`src/rtl/press_counter_pkg.sv`:
```
package press_counter_pkg;
  localparam int DIGIT_W = 4;
  localparam int SEG_W   = 7;
  localparam logic [DIGIT_W-1:0] DIGIT_MAX = 4'd9;
  localparam logic [SEG_W-1:0]   SEG_ERR   = 7'h79;
endpackage

```
`src/rtl/btn_filter.sv`:
```
module btn_filter #(
  parameter int STABLE_CYCLES = 4
) (
  input  logic clk_i,
  input  logic rst_ni,
  input  logic raw_i,
  output logic level_o
);
  localparam int CNT_W = (STABLE_CYCLES > 1) ? $clog2(STABLE_CYCLES + 1) : 1;
  localparam logic [CNT_W-1:0] CNT_LAST = CNT_W'(STABLE_CYCLES - 1);

  logic             sync_q;
  logic [CNT_W-1:0] cnt_q;

  always_ff @(posedge clk_i or negedge rst_ni) begin
    if (!rst_ni) begin
      sync_q  <= 1'b0;
      cnt_q   <= '0;
      level_o <= 1'b0;
    end else begin
      sync_q <= raw_i;
      if (sync_q == level_o) begin
        cnt_q <= '0;
      end else if (cnt_q == CNT_LAST) begin
        cnt_q   <= '0;
        level_o <= sync_q;
      end else begin
        cnt_q <= cnt_q + 1'b1;
      end
    end
  end

  // r2: accepted level only changes after a full stable window
  a_r2_change_needs_window: assert property (@(posedge clk_i) disable iff (!rst_ni)
    (level_o != $past(level_o)) |-> ($past(cnt_q) == CNT_LAST));
endmodule

```
`src/rtl/rise_pulse.sv`:
```
module rise_pulse (
  input  logic clk_i,
  input  logic rst_ni,
  input  logic level_i,
  output logic pulse_o
);
  logic prev_q;
  always_ff @(posedge clk_i or negedge rst_ni) begin
    if (!rst_ni) prev_q <= 1'b0;
    else         prev_q <= level_i;
  end
  assign pulse_o = level_i & ~prev_q;

  // one pulse per press
  a_r3_single_pulse: assert property (@(posedge clk_i) disable iff (!rst_ni)
    pulse_o |=> !pulse_o);
endmodule

```
`src/rtl/bcd_digit.sv`:
```
module bcd_digit
  import press_counter_pkg::*;
(
  input  logic               clk_i,
  input  logic               rst_ni,
  input  logic               clr_i,
  input  logic               step_i,
  output logic [DIGIT_W-1:0] value_o,
  output logic               carry_o
);
  assign carry_o = step_i && (value_o == DIGIT_MAX);

  always_ff @(posedge clk_i or negedge rst_ni) begin
    if (!rst_ni)      value_o <= '0;
    else if (clr_i)   value_o <= '0;
    else if (carry_o) value_o <= '0;
    else if (step_i)  value_o <= value_o + 1'b1;
  end

  a_r9_in_range: assert property (@(posedge clk_i) disable iff (!rst_ni)
    value_o <= DIGIT_MAX);
  a_r4_wrap: assert property (@(posedge clk_i) disable iff (!rst_ni)
    (step_i && !clr_i && value_o == DIGIT_MAX) |=> (value_o == '0));
  a_r6_clear: assert property (@(posedge clk_i) disable iff (!rst_ni)
    clr_i |=> (value_o == '0));
  a_r3_hold: assert property (@(posedge clk_i) disable iff (!rst_ni)
    (!step_i && !clr_i) |=> $stable(value_o));
endmodule

```
`src/rtl/seg_decoder.sv`:
```
module seg_decoder
  import press_counter_pkg::*;
(
  input  logic [DIGIT_W-1:0] digit_i,
  output logic [SEG_W-1:0]   seg_o
);
  // bit0=a .. bit6=g, active high
  always_comb begin
    unique case (digit_i)
      4'd0: seg_o = 7'h3F;
      4'd1: seg_o = 7'h06;
      4'd2: seg_o = 7'h5B;
      4'd3: seg_o = 7'h4F;
      4'd4: seg_o = 7'h66;
      4'd5: seg_o = 7'h6D;
      4'd6: seg_o = 7'h7D;
      4'd7: seg_o = 7'h07;
      4'd8: seg_o = 7'h7F;
      4'd9: seg_o = 7'h6F;
      default: seg_o = SEG_ERR;
    endcase
  end

  always_comb begin
    a_r8_err_glyph: assert ((digit_i <= DIGIT_MAX) || (seg_o == SEG_ERR));
  end
endmodule

```
`src/rtl/press_counter_7seg.sv`:
```
module press_counter_7seg
  import press_counter_pkg::*;
#(
  parameter int STABLE_CYCLES = 16
) (
  input  logic               clk_i,
  input  logic               rst_ni,
  input  logic               btn_inc_i,
  input  logic               btn_clr_i,
  output logic [SEG_W-1:0]   seg_lo_o,
  output logic [SEG_W-1:0]   seg_hi_o,
  output logic [DIGIT_W-1:0] digit_lo_o,
  output logic [DIGIT_W-1:0] digit_hi_o
);
  logic inc_lvl, clr_lvl, inc_pulse, lo_carry, hi_carry;

  btn_filter #(.STABLE_CYCLES(STABLE_CYCLES)) u_flt_inc (
    .clk_i(clk_i), .rst_ni(rst_ni), .raw_i(btn_inc_i), .level_o(inc_lvl));
  btn_filter #(.STABLE_CYCLES(STABLE_CYCLES)) u_flt_clr (
    .clk_i(clk_i), .rst_ni(rst_ni), .raw_i(btn_clr_i), .level_o(clr_lvl));

  rise_pulse u_edge (
    .clk_i(clk_i), .rst_ni(rst_ni), .level_i(inc_lvl), .pulse_o(inc_pulse));

  bcd_digit u_lo (
    .clk_i(clk_i), .rst_ni(rst_ni), .clr_i(clr_lvl), .step_i(inc_pulse),
    .value_o(digit_lo_o), .carry_o(lo_carry));
  bcd_digit u_hi (
    .clk_i(clk_i), .rst_ni(rst_ni), .clr_i(clr_lvl), .step_i(lo_carry),
    .value_o(digit_hi_o), .carry_o(hi_carry));

  seg_decoder u_dec_lo (.digit_i(digit_lo_o), .seg_o(seg_lo_o));
  seg_decoder u_dec_hi (.digit_i(digit_hi_o), .seg_o(seg_hi_o));

  // 99 -> 00
  a_r5_full_wrap: assert property (@(posedge clk_i) disable iff (!rst_ni)
    (hi_carry && !clr_lvl) |=> (digit_lo_o == '0 && digit_hi_o == '0));
  // tens step only with units rollover
  a_r4_tens_step: assert property (@(posedge clk_i) disable iff (!rst_ni)
    (digit_hi_o != $past(digit_hi_o) && !$past(clr_lvl)) |-> ($past(digit_lo_o) == DIGIT_MAX && digit_lo_o == '0));
endmodule

```
`config.mk`:
```
export PLATFORM = sky130hd
export DESIGN_NAME = press_counter_7seg
export DESIGN_NICKNAME = d
export VERILOG_FILES = /design/src/rtl/press_counter_pkg.sv /design/src/rtl/btn_filter.sv /design/src/rtl/rise_pulse.sv /design/src/rtl/bcd_digit.sv /design/src/rtl/seg_decoder.sv /design/src/rtl/press_counter_7seg.sv
export SDC_FILE = /design/constraint.sdc
export NUM_CORES = 1
export LEC_CHECK = 0
export ABC_CLOCK_PERIOD_IN_PS = 1600
export BUFFER_PORTS_ARGS = -buffer_cell sky130_fd_sc_hd__buf_2
export CORE_MARGIN = 4
export CORE_UTILIZATION = 40
export CTS_BUF_LIST = sky130_fd_sc_hd__clkbuf_8
export CTS_CLUSTER_SIZE = 16
export DETAILED_ROUTE_END_ITERATION = 7
export GPL_ROUTABILITY_DRIVEN = 1
export PLACE_DENSITY = 0.7
export SLEW_MARGIN = 20
export SYNTH_ARGS = -nofsm -noshare
export SYNTH_HDL_FRONTEND = slang
export SYNTH_SLANG_ARGS = --single-unit
```
`constraint.sdc`:
```
create_clock -name clk_i -period 1.6 [get_ports clk_i]
set_input_delay 0.4 -clock clk_i [delete_from_list [all_inputs] [get_ports clk_i]]
set_output_delay 0.4 -clock clk_i [all_outputs]
set_load 0.05 [all_outputs]
```
==> impl_metrics.env, run 1 <==
export IMPL_status="finished with violations"
export IMPL_violations="negative setup slack"
export IMPL_cts_made_buffers=3
export IMPL_layout_cells_most_common_list="buf_6, buf_4, dfrtp_1, nor2_1, ha_4"
export IMPL_worst_endpoint_arrival_ps=1600
export IMPL_timing_worst_setup_path_type="flop to output port"
export IMPL_synth_nets=161
export IMPL_cp_start_kind="flop"
export IMPL_finish_instance_area_sq_um=2260
export IMPL_finClkSkew_ps=2.97
export IMPL_cts_root_buffer="clkbuf_8"
export IMPL_hold_buffers=0
export IMPL_path_max_fanout=4
export IMPL_layout_nets=212
export IMPL_start_util_pct=43.5
export IMPL_synth_seq_area_share_pct=42.0
export IMPL_setup_ws_ps=-404
export IMPL_placed_area_sq_um=1870
export IMPL_clock_latency_ps=260
export IMPL_syn_to_final_growth_pct=64.7
export IMPL_cts_max_level=1
export IMPL_tightest_slew_ps=495
export IMPL_hold_path_class="input pin to asynchronous set/reset pin"
export IMPL_totalWireLength_um=3370
export IMPL_synthCells=141
export IMPL_ant_nets=0
export IMPL_fill_cells=221
export IMPL_grt_pass1_wl_um=5530
export IMPL_endpoint_kind="output port"
export IMPL_max_freq_mhz=499
export IMPL_place_hpwl_um=2150
export IMPL_synth_edf_count=0
export IMPL_layout_commonest_cell="buf_6"
export IMPL_die_x_um=66.6
export IMPL_setup_viol=14
export IMPL_globalplace_congestion=0.736
export IMPL_regArea_sq_um=593
export IMPL_grt_overflow_total=0
export IMPL_async_reset_ff_share_pct=100
export IMPL_path_clk_slew_ps=80
export IMPL_portBuffers=25
export IMPL_synth_top_flop_cell="dfrtp_1"
export IMPL_die_area_sq_um=4430
export IMPL_rsz0062_at_grt="true"
export IMPL_cts_tree="done"
export IMPL_final_cells=235
export IMPL_firstDrtPassIters=4
export IMPL_grt_pass1_vias=1214
export IMPL_maxSlewViolCount=0
export IMPL_dp_cells=221
export IMPL_vias=1194
export IMPL_synth_seq_cells=23
export IMPL_crit_start="u_hi.value_o[1]"
export IMPL_r2r_start="u_lo.value_o[1]"
export IMPL_rows=20
export IMPL_synth_warnings=0
export IMPL_ir_drop_mv=0.497
export IMPL_globalRouteTotalUtil_pct=15.9
export IMPL_drive_above_1_share_pct=56.5
export IMPL_dr_first_iter_drc_count=48
export IMPL_syn_area_per_cell_sq_um=9.73
export IMPL_core_sq_um=3150
export IMPL_cts_buffer_depth=2
export IMPL_via_per_inst=5.08
export IMPL_io_pins=26
export IMPL_period_needed_ps=2000
export IMPL_power_density_nw_per_um2=464
export IMPL_num_antenna_cells=0
export IMPL_cap_violations=0
export IMPL_drc=0
export IMPL_clock_sinks=23
export IMPL_die_height_um=66.6
export IMPL_worstPathRequired_ps=1200
export IMPL_p_leak_nw=1.02
export IMPL_finalCritPeriodShare_pct=125
export IMPL_hold_viol_final=0
export IMPL_avgRoutedWirePerCell_um=14.3
export IMPL_relSlewSlack_pct=67.0
export IMPL_multi_input_area_sq_um=1040
export IMPL_antenna_found_initial=0
export IMPL_yosysUniqueCellTypes=33
export IMPL_grt_max_degree=24
export IMPL_synth_area_sq_um=1370
-- repair_timing --
item                       4_1_cts  5_1_grt
gates resized for setup         51       21
pin swaps                        7        6
setup endpoints to repair       16       18
buffers inserted                 4        8
-- metal layers --
layer,up-vias,track usage (%),routed length [um]
met1,585,19.4,1510
met2,20,29.0,1750
met5,-,0,0
met3,5,1.52,68
li1,584,-,-
met4,0,5.33,48
-- final timing paths --
kind | end | slack (ps) | cells past startpoint
min reg2reg | u_flt_clr.cnt_q[0] | 460 | 1
max in group asynchronous | u_hi.value_o[1] | 1130 | 1
min in group clk_i | u_flt_inc.sync_q | 240 | 1
max | seg_hi_o[3] | -400 | 5
min | u_flt_clr.cnt_q[0] | 90 | 1
max reg2reg | u_hi.value_o[2] | 40 | 6
-- report_power, final --
part	switching, W	total [W]	internal, W
logic	0.0000479	0.0000836	0.0000357
clock network	0.000182	0.000356	0.000174
registers	0.0000118	0.000608	0.000596
-- sequential cells by signal, indices dropped and copies added, names as in the netlist --
signal             flops
u_edge.prev_q          1
u_flt_inc.sync_q       1
u_flt_clr.cnt_q        5
u_flt_inc.level_o      1
u_hi.value_o           4
u_lo.value_o           4
u_flt_inc.cnt_q        5
u_flt_clr.level_o      1
u_flt_clr.sync_q       1
-- worst max-delay path, stage by stage (launching register included) --
cell      delay (ps)
dfrtp_4          510
inv_6             90
ha_4             200
a21o_1           210
o21bai_4         190
buf_6            150
-- through the flow --
stage | TNS [ps] | total power, W | hold slack, ps | utilization [%] | setup slack, ps
6_report | -4260 | 0.00105 | 90.1 | 71.6 | -404
5_1_grt | -4930 | 0.00111 | 121 | 71.6 | -446
4_1_cts | -4140 | 0.00106 | 105 | 67.2 | -385
3_5_place_dp | -1150 | 0.000690 | 400 | 59.4 | -139
3_3_place_gp | -934 | 0.000687 | 393 | 59.4 | -119
2_1_floorplan | -775 | 0.000663 | 104 | - | -149
-- Yosys cell counts (all sizes together) (2+ instances only) --
cell,number,area (sq um)
nand3,8,40.0
a21o,4,30.0
nand2b,6,40.0
nor3,2,10.0
nand4,2,12.5
mux2,2,22.5
and3,2,12.5
a211oi,2,20.0
dfrtp,23,576
inv,9,33.8
o21ai,9,45.0
and2,2,12.5
ha,16,200
a21oi,9,45.0
clkbuf,3,11.3
buf,2,10.0
nand2,4,15.0
nand3b,3,22.5
nor2,13,48.8
o21a,2,15.0
xor2,7,61.3
nor2b,2,12.5
-- kinds of logic after synthesis --
kind of cell / count (synthesis) / synth area share, %
and+or+nand+nor: 47 / 18.1
AOI/OAI and AO/OA: 31 / 14.5
DFF: 23 / 42.0
adders and majority gates: 16 / 14.6
buffers and inverters: 14 / 4.01
xor gates and xnor gates: 7 / 4.47
muxes: 3 / 2.37
-- final cells by class --
class                   count  area share (%)
inverters                   9            2.16
flip-flops and latches     23            26.3
well taps                  44            2.44
multi-input cells         104            45.9
clock buffers               3            1.83
clock inverters             1           0.222
repair buffers             51            21.2
Note: power is estimated with default switching activity, not from simulation.
==> inputs of run 2 (changes only) <==
Settings changed: ABC_CLOCK_PERIOD_IN_PS 1600 to 1700.
Clock period 1.6 ns to 1.7 ns, I/O delays scaled along.
==> run 2 against run 1 <==
Effect of this change: the flow still finishes with violations (negative setup slack); via count grew 0.34%; worst setup slack gained 96 ps; die area is the same; first-iteration DRC count shrank 31%; critical path depth is the same; critical path type unchanged; critical endpoint unchanged.
==> impl_metrics.env, run 2 (synthesized netlist as in run 1, its figures left out) <==
export IMPL_layout_commonest_cell="buf_4"
export IMPL_maxSlewViolCount=0
export IMPL_die_height_um=66.6
export IMPL_p_switching_w=0.000223
export IMPL_finish_instance_area_sq_um=2230
export IMPL_avgRoutedWirePerCell_um=15.3
export IMPL_hold_viol_final=0
export IMPL_finalCritPeriodShare_pct=118
export IMPL_violations="negative setup slack"
export IMPL_syn_to_final_growth_pct=62.6
export IMPL_reg2reg_setup_slack_ps=50
export IMPL_antenna_found_initial=0
export IMPL_vias=1198
export IMPL_path_max_fanout=4
export IMPL_finClkSkew_ps=1.35
export IMPL_ant_nets=0
export IMPL_tightest_slew_ps=501
export IMPL_clock_latency_ps=260
export IMPL_io_pins=26
export IMPL_layout_nets=211
export IMPL_core_sq_um=3150
export IMPL_p_leak_nw=1.02
export IMPL_ir_drop_mv=0.625
export IMPL_cap_violations=0
export IMPL_start_util_pct=43.5
export IMPL_relSlewSlack_pct=66.6
export IMPL_layout_cells_most_common_list="buf_4, buf_6, dfrtp_1, nor2_1, buf_2"
export IMPL_cts_made_buffers=3
export IMPL_power_share_switching_pct=22.7
export IMPL_multi_input_area_sq_um=1030
export IMPL_die_x_um=66.6
export IMPL_num_antenna_cells=0
export IMPL_r2r_end="u_hi.value_o[2]"
export IMPL_p_int_w=0.000759
export IMPL_grt_overflow_total=0
export IMPL_r2r_start="u_lo.value_o[1]"
export IMPL_drc=0
export IMPL_totalWireLength_um=3570
export IMPL_cts_max_level=1
export IMPL_power_density_nw_per_um2=440
export IMPL_fill_cells=226
export IMPL_place_hpwl_um=2260
export IMPL_cp_start_kind="flop"
export IMPL_setup_ws_ps=-307
export IMPL_path_clk_slew_ps=80
export IMPL_worst_endpoint_arrival_ps=1580
export IMPL_portBuffers=25
export IMPL_rsz0062_at_grt="true"
export IMPL_regArea_sq_um=593
export IMPL_hold_buffers=0
export IMPL_cts_tree="done"
export IMPL_rows=20
export IMPL_dr_first_iter_drc_count=33
export IMPL_drive_above_1_share_pct=56.8
export IMPL_grt_pass1_wl_um=5670
export IMPL_grt_pass1_vias=1234
export IMPL_max_freq_mhz=498
export IMPL_clock_sinks=23
export IMPL_setup_viol=14
export IMPL_ff2ff_path_depth=7
export IMPL_status="finished with violations"
export IMPL_dp_slack_ps=-67.5
export IMPL_die_area_sq_um=4430
export IMPL_fin_util_pct=70.7
export IMPL_cts_buffer_depth=2
export IMPL_cp_endpoint="seg_hi_o[3]"
export IMPL_grt_max_degree=24
export IMPL_globalRouteTotalUtil_pct=16.2
export IMPL_globalplace_congestion=0.787
export IMPL_cts_root_buffer="clkbuf_8"
export IMPL_firstDrtPassIters=4
export IMPL_p_comb_share_pct=8.3
export IMPL_whs_ps=124
export IMPL_placed_area_sq_um=1830
export IMPL_tns_ps=-2780
export IMPL_endpoint_kind="output port"
export IMPL_worstPathRequired_ps=1270
export IMPL_reg_largest_list="u_flt_clr.cnt_q (5), u_flt_inc.cnt_q (5)"
export IMPL_period_needed_ps=2010
export IMPL_crit_start="u_hi.value_o[1]"
export IMPL_timing_worst_setup_path_type="flop to output port"
export IMPL_via_per_inst=5.12
export IMPL_p_clk_share_pct=33.3
export IMPL_hold_path_class="input pin to asynchronous set/reset pin"
export IMPL_seqPwrFrac_pct=58.3
[run 2: changes by cell type in the layout (fill, tap and decap cells not counted), sizes merged]
cell / previous run / this run
clkbuf: 4 / 3
[run 2: power by group through the flow]
stage | combinational (W) | sequential (W) | clock (W)
2_1_floorplan | 0.0000397 | 0.000584 | 0
5_1_grt | 0.0000921 | 0.000576 | 0.000364
6_report | 0.0000817 | 0.000573 | 0.000327
4_1_cts | 0.0000757 | 0.000573 | 0.000336
3_3_place_gp | 0.0000643 | 0.000583 | 0
3_5_place_dp | 0.0000680 | 0.000584 | 0
[run 2: routing by layer]
layer / vias to the layer above / global-route usage, % / routed length [um]
met1: 583 / 19.6 / 1420
met5: - / 0 / 0
li1: 584 / - / -
met4: 0 / 3.81 / 47
met2: 27 / 30.2 / 1990
met3: 4 / 1.85 / 116
[run 2: timing repair]
item                                    4_1_cts  5_1_grt
resized for setup                            56       15
pin swaps                                     5       11
buffers inserted                              6        7
endpoints found under the setup margin       14       16
[run 2: critical path: stages (launching register included)]
cell and delay [ps]:
dfrtp_4 510, inv_6 90, ha_4 200, a21o_1 180
o21bai_4 180, buf_6 160
[run 2: cell type report]
class / count / share of cell area, %
clock buffers: 3 / 1.85
clock inverters: 1 / 0.224
inverters: 9 / 2.30
multi-input cells: 104 / 46.1
flip-flops and latches: 23 / 26.6
well taps: 44 / 2.47
repair buffers: 50 / 20.4
[run 2: worst min-delay path by stage]
stage                  endpoint  slack [ps]  depth (start not counted)
2_1_floorplan     u_edge.prev_q         130                          0
3_3_place_gp   u_flt_clr.sync_q         420                          1
3_5_place_dp   u_flt_clr.sync_q         420                          1
4_1_cts        u_flt_clr.sync_q         140                          1
5_1_grt        u_flt_clr.sync_q         150                          1
6_report       u_flt_clr.sync_q         120                          1
[run 2: per-stage QoR]
step	cells	power, W
floorplan	141	0.000624
global placement	220	0.000647
detailed placement	220	0.000652
CTS	230	0.000985
global route	234	0.00103
finish	234	0.000982
